**src/rtl/adaptive_bm_ctrl.sv**
```systemverilog
module adaptive_bm_ctrl #(
  parameter int CW         = 16,
  parameter int VW         = 6,
  parameter int MV_LO      = -15,
  parameter int MV_HI      = 16,
  parameter int LARGE_STEP = 4,
  parameter int NSTEP      = 3
) (
  input  logic                 clk,
  input  logic                 rst_n,
  input  logic                 start,
  input  logic [CW-1:0]        thresh,
  output logic                 busy,
  output logic                 eval_req,
  output logic signed [VW-1:0] eval_cx,
  output logic signed [VW-1:0] eval_cy,
  output logic [2:0]           eval_step,
  input  logic                 res_valid,
  input  logic [9*CW-1:0]      res_cost,
  output logic                 mode_large,
  output logic                 done,
  output logic signed [VW-1:0] mv_x,
  output logic signed [VW-1:0] mv_y
);
  localparam int NCAND = 9;
  localparam int EW    = VW + 2;
  localparam int CNTW  = $clog2(NSTEP + 1);
  localparam logic signed [EW-1:0] LO_V = EW'(MV_LO);
  localparam logic signed [EW-1:0] HI_V = EW'(MV_HI);

  typedef enum logic [2:0] {S_IDLE, S_ORG, S_WT0, S_ISS, S_WT} st_t;
  st_t state;

  logic signed [VW-1:0] cx, cy;
  logic [2:0]           step;
  logic [CNTW-1:0]      cnt;

  logic signed [EW-1:0] cxe, cye, ste;
  logic signed [EW-1:0] px [NCAND];
  logic signed [EW-1:0] py [NCAND];
  logic [CW-1:0]        mc [NCAND];
  logic [3:0]           win;
  logic [CW-1:0]        wcost;
  logic                 last;

  assign cxe = EW'(cx);
  assign cye = EW'(cy);
  assign ste = signed'({{(EW-3){1'b0}}, step});

  for (genvar g = 0; g < NCAND; g++) begin : cand
    localparam int J  = (g == 0) ? 4 : ((g <= 4) ? g - 1 : g);
    localparam int OX = J % 3 - 1;
    localparam int OY = J / 3 - 1;
    logic signed [EW-1:0] dx, dy;
    assign dx = (OX == 0) ? '0 : ((OX > 0) ? ste : -ste);
    assign dy = (OY == 0) ? '0 : ((OY > 0) ? ste : -ste);
    assign px[g] = cxe + dx;
    assign py[g] = cye + dy;
    assign mc[g] = (px[g] >= LO_V && px[g] <= HI_V && py[g] >= LO_V && py[g] <= HI_V)
                   ? res_cost[g*CW +: CW] : {CW{1'b1}};
  end

  always_comb begin
    win   = '0;
    wcost = mc[0];
    for (int i = 1; i < NCAND; i++) begin
      if (mc[i] < wcost) begin
        wcost = mc[i];
        win   = 4'(i);
      end
    end
  end

  assign last = (cnt == CNTW'(NSTEP - 1)) || (!mode_large && win == 4'd0);

  always_ff @(posedge clk or negedge rst_n) begin
    if (!rst_n) begin
      state      <= S_IDLE;
      cx         <= '0;
      cy         <= '0;
      step       <= '0;
      cnt        <= '0;
      mode_large <= 1'b0;
      done       <= 1'b0;
    end else begin
      done <= 1'b0;
      case (state)
        S_IDLE: if (start) begin
          state <= S_ORG;
          cx    <= '0;
          cy    <= '0;
          step  <= '0;
          cnt   <= '0;
        end
        S_ORG: state <= S_WT0;
        S_WT0: if (res_valid) begin
          mode_large <= !(res_cost[CW-1:0] < thresh);
          step       <= (res_cost[CW-1:0] < thresh) ? 3'd1 : 3'(LARGE_STEP);
          state      <= S_ISS;
        end
        S_ISS: state <= S_WT;
        S_WT: if (res_valid) begin
          cx  <= px[win][VW-1:0];
          cy  <= py[win][VW-1:0];
          cnt <= cnt + 1'b1;
          if (last) begin
            done  <= 1'b1;
            state <= S_IDLE;
          end else begin
            if (mode_large) step <= step >> 1;
            state <= S_ISS;
          end
        end
        default: state <= S_IDLE;
      endcase
    end
  end

  assign busy      = (state != S_IDLE);
  assign eval_req  = (state == S_ORG) || (state == S_ISS);
  assign eval_cx   = cx;
  assign eval_cy   = cy;
  assign eval_step = step;
  assign mv_x      = cx;
  assign mv_y      = cy;
endmodule


```
**config.mk**
```make
export PLATFORM = sky130hd
export DESIGN_NAME = adaptive_bm_ctrl
export DESIGN_NICKNAME = d
export VERILOG_FILES = /design/src/rtl/adaptive_bm_ctrl.sv
export SDC_FILE = /design/constraint.sdc
export NUM_CORES = 1
export LEC_CHECK = 0
export BUFFER_PORTS_ARGS = -buffer_cell sky130_fd_sc_hd__clkbuf_2
export CORE_MARGIN = 2
export CORE_UTILIZATION = 52
export CTS_BUF_LIST = sky130_fd_sc_hd__clkbuf_4 sky130_fd_sc_hd__clkbuf_8
export CTS_CLUSTER_DIAMETER = 50
export DETAILED_ROUTE_END_ITERATION = 8
export PLACE_DENSITY_LB_ADDON = 0.05
export SYNTH_ARGS = -nofsm -noshare
export SYNTH_HDL_FRONTEND = slang
export SYNTH_SLANG_ARGS = --single-unit
```
**constraint.sdc**
```tcl
create_clock -name clk -period 24.5 [get_ports clk]
set_input_delay 4.9 -clock clk [delete_from_list [all_inputs] [get_ports clk]]
set_output_delay 4.9 -clock clk [all_outputs]
set_load 0.05 [all_outputs]
```
==> results of run 1 <==
==> sequential cells by signal (all words and copies together), names as in the netlist <==
| register | count |
|---|---|
| eval_step | 3 |
| state | 3 |
| mode_large | 1 |
| eval_cy | 6 |
| cnt | 2 |
| done | 1 |
| eval_cx | 6 |
==> stage by stage <==
stage | hold WS (ps) | setup slack [ps] | std cells | utilization | setup TNS [ps]
floorplan | 473 | 33.3 | 1174 | - | 0
global placement | 490 | -313 | 1559 | 0.606 | -3800
detailed placement | 492 | -968 | 1559 | 0.606 | -13860
CTS | 517 | 5.78 | 1568 | 0.615 | 0
global route | 542 | -151 | 1590 | 0.647 | -704
finish | 511 | 1120 | 1590 | 0.647 | 0
==> placed cells by master (no fill, tap or decap), types with 7 or more instances in the layout <==
cell type | synthesis | routed
nor3_1 | 14 | 11
nand3_1 | 22 | 21
nand2_1 | 100 | 97
or2_2 | 95 | 94
a211oi_1 | 10 | 8
a21o_1 | 50 | 50
nor2_1 | 119 | 116
xor2_1 | 7 | 7
o211ai_1 | 7 | 7
clkbuf_2 | 1 | 194
o21ai_1 | 3 | 20
mux2_2 | 15 | 15
o21ai_0 | 105 | 81
mux2i_1 | 9 | 9
nand2b_1 | 22 | 22
nor2b_1 | 21 | 20
ha_1 | 147 | 145
a21oi_1 | 84 | 69
a21oi_2 | 0 | 15
inv_1 | 58 | 58
nand4_1 | 23 | 23
xnor2_1 | 9 | 9
buf_4 | 14 | 50
or3_1 | 21 | 20
dfrtp_1 | 22 | 22
==> kinds of logic after synthesis <==
logic type,after synthesis,synth area share
and+or+nand+nor,485,0.305
muxes,26,0.0342
DFF,22,0.0660
buffers and inverters,113,0.0592
adders and majority gates,153,0.233
xor gates and xnor gates,16,0.0168
AOI/OAI and AO/OA,359,0.286
==> path summary, 6_finish.rpt <==
kind / endpoint / slack (ps)
setup reg to reg: eval_step[0] / 2460
setup / recovery: eval_step[0] / 1120
max in group asynchronous: eval_step[2] / 19510
hold / removal: cnt[0] / 510
hold reg to reg: cnt[0] / 510
min in group asynchronous: mode_large / 4600
==> area by class of cell <==
type,instances,area share
repair buffers,250,0.142
flip-flops and latches,22,0.0540
well taps,216,0.0265
clock buffers,3,0.00405
clock inverters,1,0.00294
multi-input cells,1040,0.749
inverters,58,0.0213
==> routing by layer <==
layer	vias up	wire [um]
li1	4712	-
met1	4221	11800
met2	261	11800
met3	20	1090
met4	0	253
met5	-	0
==> critical path: cells and delay by family <==
kind | cells | cell delay [ps]
buffers and inverters | 12 | 1960
multiplexers | 4 | 1370
adder cells (fa/ha/maj) | 8 | 2350
AND/OR/NAND/NOR | 31 | 4610
AO/OA/AOI/OAI | 45 | 8310
==> what timing repair did <==
item / in CTS / in global routing
gates resized for setup: 13 / 84
pin swaps: 3 / 24
hold buffers: 0 / 0
cloned: 0 / 3
setup buffers: 5 / 19
endpoints found under the setup margin: 17 / 18
==> reports/qor.csv, run 1 <==
stage,metric,value,unit
outcome,status,"finished, final reports clean",
synth,Post-synth top flop,dfrtp_1,
timing,skew final,3.53,ps
flow_run,max-cap viol count,0,
final_layout,Area growth syn-to-layout,22.3,%
timing,Fmax,42.8,MHz
route,via count,9214,
place,Final HPWL DP,20.4,mm
grt,vias in the first global route,8190,
clock_tree,Max H-tree Level,1,
route,Routed Wire Length,24.9,mm
grt,met2 Use GR,0.475,
final_layout,Sequential Area,551,um^2
critical_path,Worst Path Arrival,23550,ps
grt,largest net degree at the start of global routing,23,
final_layout,fill count,1521,
synth,Gate Count Post-Synth,1174,
critical_path,reg2reg start,eval_step[1],
final_layout,share of cells above drive strength 1,0.321,
min_path,hold path cells,1,
synth,Synth top area share,0.220,
synth,mean post-synth cell area,7.11,um^2
grt,met1 Use GR,0.392,
place,I/O Buffers,194,
route,Starting DRT DRC Count,549,
timing,fin crit share,0.954,
grt,first-pass GRT wire length,38.9,mm
grt,GR peak layer,met2,
floorplan,FP Rows,46,
clock_tree,Inserted Clock Buffers,3,
timing,post-route minimum period,23380,ps
synth,Synth warnings,0,
critical_path,launch point of the worst path,res_cost[27],
floorplan,Die W,131,um
timing,Worst-Margin Slew,795,ps
critical_path,CP Class,in2reg,
grt,M3 GR Usage,0.0143,
min_path,HP Start,cnt[0],
synth,ranking of synthesized cells by area,"ha_1 (22%), or2_2 (7.1%), dfrtp_1 (6.6%), o21ai_0 (6.3%), nor2_1 (5.4%)",
timing,relative slew slack,0.465,
critical_path,CP Data Required Time,24670,ps
clock_tree,Root Buffer,clkbuf_8,
critical_path,R2R depth,110,
clock_tree,CTS tree,built,
final_layout,Final Cell Area,10200,um^2
grt,GR Overflow Total,0,
route,Vias/cell,5.79,
route,DR DRC count,0,
floorplan,Starting Density,0.529,
critical_path,critical path startpoint category,primary input,
synth,"Net Count, Synth",1489,
grt,GR Util All Layers,0.278,
synth,library cells used by synthesis,98,
min_path,HP Class,reg2reg,
synth,"area leader, netlist",ha_1,
critical_path,top fanout value on the critical path,17,
route,1st-pass router iterations,5,
synth,synth cell count leaders,"ha_1 (147), nor2_1 (119), o21ai_0 (105), nand2_1 (100), or2_2 (95)",
critical_path,CP dominant cell by count,a21oi_1,
floorplan,Die Ht,131,um
synth,"count leader, synth",ha_1,
critical_path,CP peak stage delay,500,ps
route,post-route ant nets,0,
synth,register bit total from synthesis,22,
synth,Post-synth ARST share,1.00,
floorplan,Ports,195,
route,drt wl/cell,15.7,um
critical_path,CP Capture Type,flop,
clock_tree,clock sinks,22,
clock_tree,CTS max path bufs,2,
final_layout,footprint of the multi-input gates,7640,um^2
place,Post-DP Area,9550,um^2
synth,Mapped Area,8340,um^2
place,routability cong.,0.922,
timing,Slew Limit Fails,0,
floorplan,core area,15800,um^2
clock_tree,clk_lat worst skew,280,ps
timing,Final Hold Viols,0,
floorplan,DIE AREA,17100,um^2
timing,Setup Viol. Count Final,0,
grt,initial antenna violation count,0,
synth,post-synthesis sequential area ratio,0.0660,
critical_path,Worst path slowest cell,o41a_1,
final_layout,nets@finish,1690,
clock_tree,Clock Pin Slew Worst Setup and Hold Paths,90,ps
final_layout,antenna cells,0,
synth,Post-synth EDFFs,0,
Power of run 1 is not shown: default switching activity piles up to over one toggle a cycle in this logic, so the estimate is an artifact.
==> inputs of run 2 (changes only) <==
--- a/config.mk
+++ b/config.mk
@@ -6,10 +6,11 @@
 export NUM_CORES = 1
 export LEC_CHECK = 0
 export BUFFER_PORTS_ARGS = -buffer_cell sky130_fd_sc_hd__clkbuf_2
-export CORE_MARGIN = 2
+export CORE_MARGIN = 3
 export CORE_UTILIZATION = 52
 export CTS_BUF_LIST = sky130_fd_sc_hd__clkbuf_4 sky130_fd_sc_hd__clkbuf_8
 export CTS_CLUSTER_DIAMETER = 50
+export CTS_CLUSTER_SIZE = 12
 export DETAILED_ROUTE_END_ITERATION = 8
 export PLACE_DENSITY_LB_ADDON = 0.05
 export SYNTH_ARGS = -nofsm -noshare
==> run 2 against run 1 <==
Critical path depth is 16 higher. Via count up 1.3%. Global-route usage decreased by 1.0 points. Worst setup slack worse by 56 ps. Clock skew up 9.5 ps. Sequential cell count is the same. Non-clock buffer count increased by 10. Critical endpoint is now state[1].
==> reports/qor.csv, run 2 (synthesis gave the netlist of run 1 again) <==
stage,metric,value,unit,change
grt,GR Overflow Total,0,,unchanged
final_layout,Final Cell Area,10200,um^2,-0.28%
floorplan,DIE AREA,17600,um^2,+3.1%
critical_path,R2R setup slack,2500,ps,+40 ps
route,drt wl/cell,15.9,um,+1.5%
final_layout,most frequent cells in the layout,"clkbuf_2 (194), ha_1 (147), nor2_1 (116), nand2_1 (98), or2_2 (94)",,
place,routability cong.,0.913,,-0.93%
route,1st-pass router iterations,5,,unchanged
floorplan,FP Rows,45,,-2.2%
grt,initial antenna violation count,0,,unchanged
route,Starting DRT DRC Count,485,,-12%
critical_path,top fanout value on the critical path,14,,-3
timing,Setup Viol. Count Final,0,,unchanged
final_layout,antenna cells,0,,unchanged
grt,vias in the first global route,8778,,+7.2%
grt,GR Util All Layers,0.268,,-0.0101
floorplan,Die Ht,133,um,+1.5%
critical_path,CP Capture Type,flop,,
clock_tree,Root Buffer,clkbuf_8,,
timing,skew final,13.0,ps,+9.48 ps
timing,Worst Hold Slack,522,ps,+11.2 ps
grt,largest net degree at the start of global routing,25,,+8.7%
critical_path,CP Data Required Time,24670,ps,about the same
place,Post-DP Area,9620,um^2,+0.72%
clock_tree,Inserted Clock Buffers,3,,unchanged
min_path,HP Class,reg2reg,,
place,placed insts,1564,,+0.32%
place,Final HPWL DP,20.9,mm,+2.4%
clock_tree,CTS tree,built,,
floorplan,core area,15400,um^2,-2.2%
final_layout,Area growth syn-to-layout,21.9,%,
floorplan,Starting Density,0.541,,+0.0118
final_layout,share of cells above drive strength 1,0.320,,-0.000845
timing,relative slew slack,0.443,,-0.0216
final_layout,"most common cell after layout, fill and taps aside",clkbuf_2,,
final_layout,fill count,1478,,-2.8%
grt,first-pass GRT wire length,40.7,mm,+4.7%
floorplan,Ports,195,,unchanged
route,DR DRC count,0,,unchanged
route,Routed Wire Length,25.5,mm,+2.0%
clock_tree,clk_lat worst skew,270,ps,about the same
final_layout,Post-Layout Cell Count,1598,,+0.50%
timing,post-route minimum period,23440,ps,+56.0 ps
critical_path,CP dominant cell by count,a21oi_1,,
critical_path,critical path startpoint category,primary input,,
critical_path,Worst Path Arrival,23600,ps,+50 ps
critical_path,CP peak stage delay,470,ps,-30 ps
clock_tree,# hold bufs at CTS,0,,unchanged
timing,Worst-Margin Slew,827,ps,+32.1 ps
flow_run,max-cap viol count,0,,unchanged
place,I/O Buffers,194,,unchanged
final_layout,nets@finish,1703,,+0.77%
timing,fin crit share,0.957,,+0.00228
route,Vias/cell,5.84,,+0.77%
final_layout,final core occ,0.659,,+0.0125
clock_tree,clock sinks,22,,unchanged
timing,Slew Limit Fails,0,,unchanged
clock_tree,CTS max path bufs,2,,unchanged
clock_tree,Clock Pin Slew Worst Setup and Hold Paths,90,ps,about the same
floorplan,Die W,133,um,+1.5%
timing,Fmax,42.7,MHz,-0.24%
route,post-route ant nets,0,,unchanged
route,via count,9332,,+1.3%
critical_path,Worst path slowest cell,a2111oi_4,,
timing,Final Hold Viols,0,,unchanged
critical_path,CP Class,in2reg,,
outcome,status,"finished, final reports clean",,
clock_tree,Max H-tree Level,1,,unchanged
run 2: changes by cell type in the layout (fill, tap and decap cells not counted), moves of 3 or more:
| cell | previous run | this run |
|---|---|---|
| a21oi_1 | 69 | 73 |
| nor3_1 | 11 | 14 |
| o21ai_1 | 20 | 14 |
| o21ai_0 | 81 | 89 |
| buf_4 | 50 | 62 |
| a21oi_2 | 15 | 11 |
run 2: timing repair:
action                                  CTS  global route
endpoints found under the setup margin   17            18
pin swaps                                 1            27
gates cloned                              1             4
resized for setup                        11            64
setup buffers                             0            25
run 2: layer usage:
metal / routed length, um / vias up / track usage / share of wire
li1: - / 4735 / - / -
met1: 11500 / 4278 / 0.363 / 0.45
met4: 339 / 0 / 0.0404 / 0.013
met3: 1330 / 32 / 0.0198 / 0.052
met5: 0 / - / 0 / 0
met2: 12300 / 287 / 0.475 / 0.48
run 2: metrics by stage:
step	setup WS (ps)	TNS (ps)
3_3_place_gp	-270	-3120
5_1_grt	-241	-2370
6_report	1060	0
3_5_place_dp	-749	-10330
4_1_cts	121	0
2_1_floorplan	33.3	0
run 2: path summary, 6_finish.rpt:
check / from / endpoint / depth (start not counted)
max in group asynchronous: rst_n / eval_cy[3] / 1
min reg2reg: cnt[0] / cnt[0] / 1
min: cnt[0] / cnt[0] / 1
max: res_cost[26] / state[1] / 116
max reg2reg: eval_step[1] / state[1] / 126
min in group asynchronous: rst_n / state[1] / 1
run 2: layout make-up:
class,count,area (um^2),share of cell area
multi-input cells,1043,7580,0.745
repair buffers,260,1510,0.148
flip-flops and latches,22,551,0.0541
well taps,211,264,0.0260
inverters,58,218,0.0214
clock buffers,4,55.1,0.00541
run 2: worst max-delay path: cells and delay by family:
family          cells  cell delay, ps
compound gates     54            9400
simple gates       45            5530
fa+ha+maj           8            2240
buf+inv             8            1140
mux                 1             370
Power of run 2 is left out for the same reason.
==> inputs of run 3 (changes only) <==
--- a/config.mk
+++ b/config.mk
@@ -5,13 +5,13 @@
 export SDC_FILE = /design/constraint.sdc
 export NUM_CORES = 1
 export LEC_CHECK = 0
-export BUFFER_PORTS_ARGS = -buffer_cell sky130_fd_sc_hd__clkbuf_2
 export CORE_MARGIN = 3
-export CORE_UTILIZATION = 52
+export CORE_UTILIZATION = 62
 export CTS_BUF_LIST = sky130_fd_sc_hd__clkbuf_4 sky130_fd_sc_hd__clkbuf_8
 export CTS_CLUSTER_DIAMETER = 50
 export CTS_CLUSTER_SIZE = 12
 export DETAILED_ROUTE_END_ITERATION = 8
+export DONT_BUFFER_PORTS = 1
 export PLACE_DENSITY_LB_ADDON = 0.05
 export SYNTH_ARGS = -nofsm -noshare
 export SYNTH_HDL_FRONTEND = slang
==> run 3 against run 2 <==
Non-clock buffer count fell by 188. Hold slack worse by 10 ps. Cell area shrank 9.6%. Via count fell by 5.9%. Count of clock-buffer cells in the layout decreased by 1. Global-route usage is 3.6 points higher. Routed wire length is 4.2% lower. Clock skew decreased by 12 ps. Largest cell class unchanged.
==> reports/qor.csv, run 3 (synthesis gave the netlist of run 1 again) <==
stage,metric,value,unit,change
outcome,status,"finished, final reports clean",,
critical_path,CP dominant cell by count,a21oi_1,,
timing,setup ws final,1010,ps,-53.1 ps
critical_path,CP Capture Type,flop,,
final_layout,final core occ,0.714,,+0.0550
critical_path,Worst path slowest cell,o41a_1,,
place,pre-CTS setup slack,-495,ps,+254 ps
route,via count,8777,,-5.9%
floorplan,DIE AREA,14900,um^2,-15%
timing,Final Hold Viols,0,,unchanged
timing,post-route minimum period,23490,ps,+53.0 ps
place,I/O Buffers,0,,-100%
route,drt wl/cell,17.8,um,+12%
floorplan,Die W,122,um,-8.0%
place,routability cong.,0.956,,+4.7%
route,post-route ant nets,0,,unchanged
timing,skew final,0.861,ps,-12.1 ps
grt,GR Overflow Total,0,,unchanged
clock_tree,Root Buffer,clkbuf_8,,
grt,initial antenna violation count,0,,unchanged
floorplan,Starting Density,0.648,,+0.107
clock_tree,CTS max path bufs,2,,unchanged
floorplan,FP Rows,41,,-8.9%
critical_path,CP Class,in2reg,,
final_layout,nets@finish,1514,,-11%
grt,first-pass GRT wire length,37.6,mm,-7.6%
critical_path,top fanout value on the critical path,19,,+5
route,1st-pass router iterations,7,,+2
route,Vias/cell,6.41,,+9.7%
timing,Slew Limit Fails,0,,unchanged
clock_tree,Inserted Clock Buffers,3,,unchanged
critical_path,Worst Path Arrival,23650,ps,+50 ps
min_path,HP Class,reg2reg,,
timing,fin crit share,0.959,,+0.00217
clock_tree,clock sinks,22,,unchanged
final_layout,most frequent cells in the layout,"ha_1 (147), nor2_1 (116), nand2_1 (98), or2_2 (94), o21ai_0 (89)",,
timing,Worst-Margin Slew,1150,ps,+325 ps
timing,Setup Viol. Count Final,0,,unchanged
grt,GR Util All Layers,0.303,,+0.0357
clock_tree,CTS tree,built,,
grt,largest net degree at the start of global routing,23,,-8.0%
clock_tree,clk_lat worst skew,270,ps,about the same
critical_path,critical path startpoint category,primary input,,
grt,vias in the first global route,7911,,-9.9%
place,Final HPWL DP,19.8,mm,-5.3%
floorplan,core area,12900,um^2,-17%
final_layout,fill count,1157,,-22%
route,Routed Wire Length,24.4,mm,-4.2%
timing,Fmax,42.6,MHz,-0.23%
final_layout,"most common cell after layout, fill and taps aside",ha_1,,
route,DR DRC count,0,,unchanged
route,Starting DRT DRC Count,656,,+35%
floorplan,Die Ht,122,um,-8.0%
final_layout,share of cells above drive strength 1,0.212,,-0.108
flow_run,max-cap viol count,0,,unchanged
clock_tree,Clock Pin Slew Worst Setup and Hold Paths,80,ps,about the same
critical_path,CP Data Required Time,24650,ps,-20 ps
critical_path,CP peak stage delay,490,ps,+20 ps
timing,relative slew slack,0.232,,-0.211
final_layout,Area growth syn-to-layout,10.3,%,
final_layout,antenna cells,0,,unchanged
floorplan,Ports,195,,unchanged
clock_tree,Max H-tree Level,1,,unchanged
run 3: timing repair:
item | in CTS | in global routing
cloned | 1 | 3
pin swaps | 1 | 24
gates resized for setup | 1 | 72
hold buffers | 0 | 0
buffers inserted | 0 | 21
endpoints found under the setup margin | 16 | 18
run 3: final cells by class:
type                    instances  area, um^2  share of cell area
clock inverters                 1        30.0             0.00326
well taps                     172         215              0.0234
multi-input cells            1042        7590               0.825
clock buffers                   3        41.3             0.00449
inverters                      58         218              0.0237
repair buffers                 72         558              0.0607
flip-flops and latches         22         551              0.0598
run 3: path summary, 6_finish.rpt:
check,from,to,slack [ps],depth (start not counted)
min in group asynchronous,rst_n,state[1],4320,0
worst min register to register,cnt[0],cnt[0],510,1
worst max-delay path,res_cost[27],eval_step[0],1010,115
max in group asynchronous,rst_n,eval_cy[5],20110,0
worst min-delay path,cnt[0],cnt[0],510,1
worst max register to register,eval_step[1],eval_step[0],1990,125
run 3: routing by layer:
metal	GRT usage	wire (um)
met5	0	0
met4	0.0826	648
met3	0.0292	1530
met2	0.513	11400
met1	0.413	10800
run 3: per-stage QoR:
stage / instances / hold slack [ps] / instance area [um^2] / TNS (ps)
floorplan: 1174 / 473 / 8350 / 0
global placement: 1341 / 490 / 8680 / -50.8
detailed placement: 1341 / 495 / 8680 / -6500
CTS: 1346 / 520 / 8760 / 0
global route: 1370 / 526 / 9200 / -619
finish: 1370 / 512 / 9200 / 0
run 3: worst max-delay path: cells and delay by family:
| family | cells | cell delay (ps) |
|---|---|---|
| simple gates | 41 | 4990 |
| compound gates | 54 | 9120 |
| buf+inv | 10 | 1610 |
| mux | 2 | 720 |
| fa+ha+maj | 8 | 2270 |
Power of run 3 is left out for the same reason.
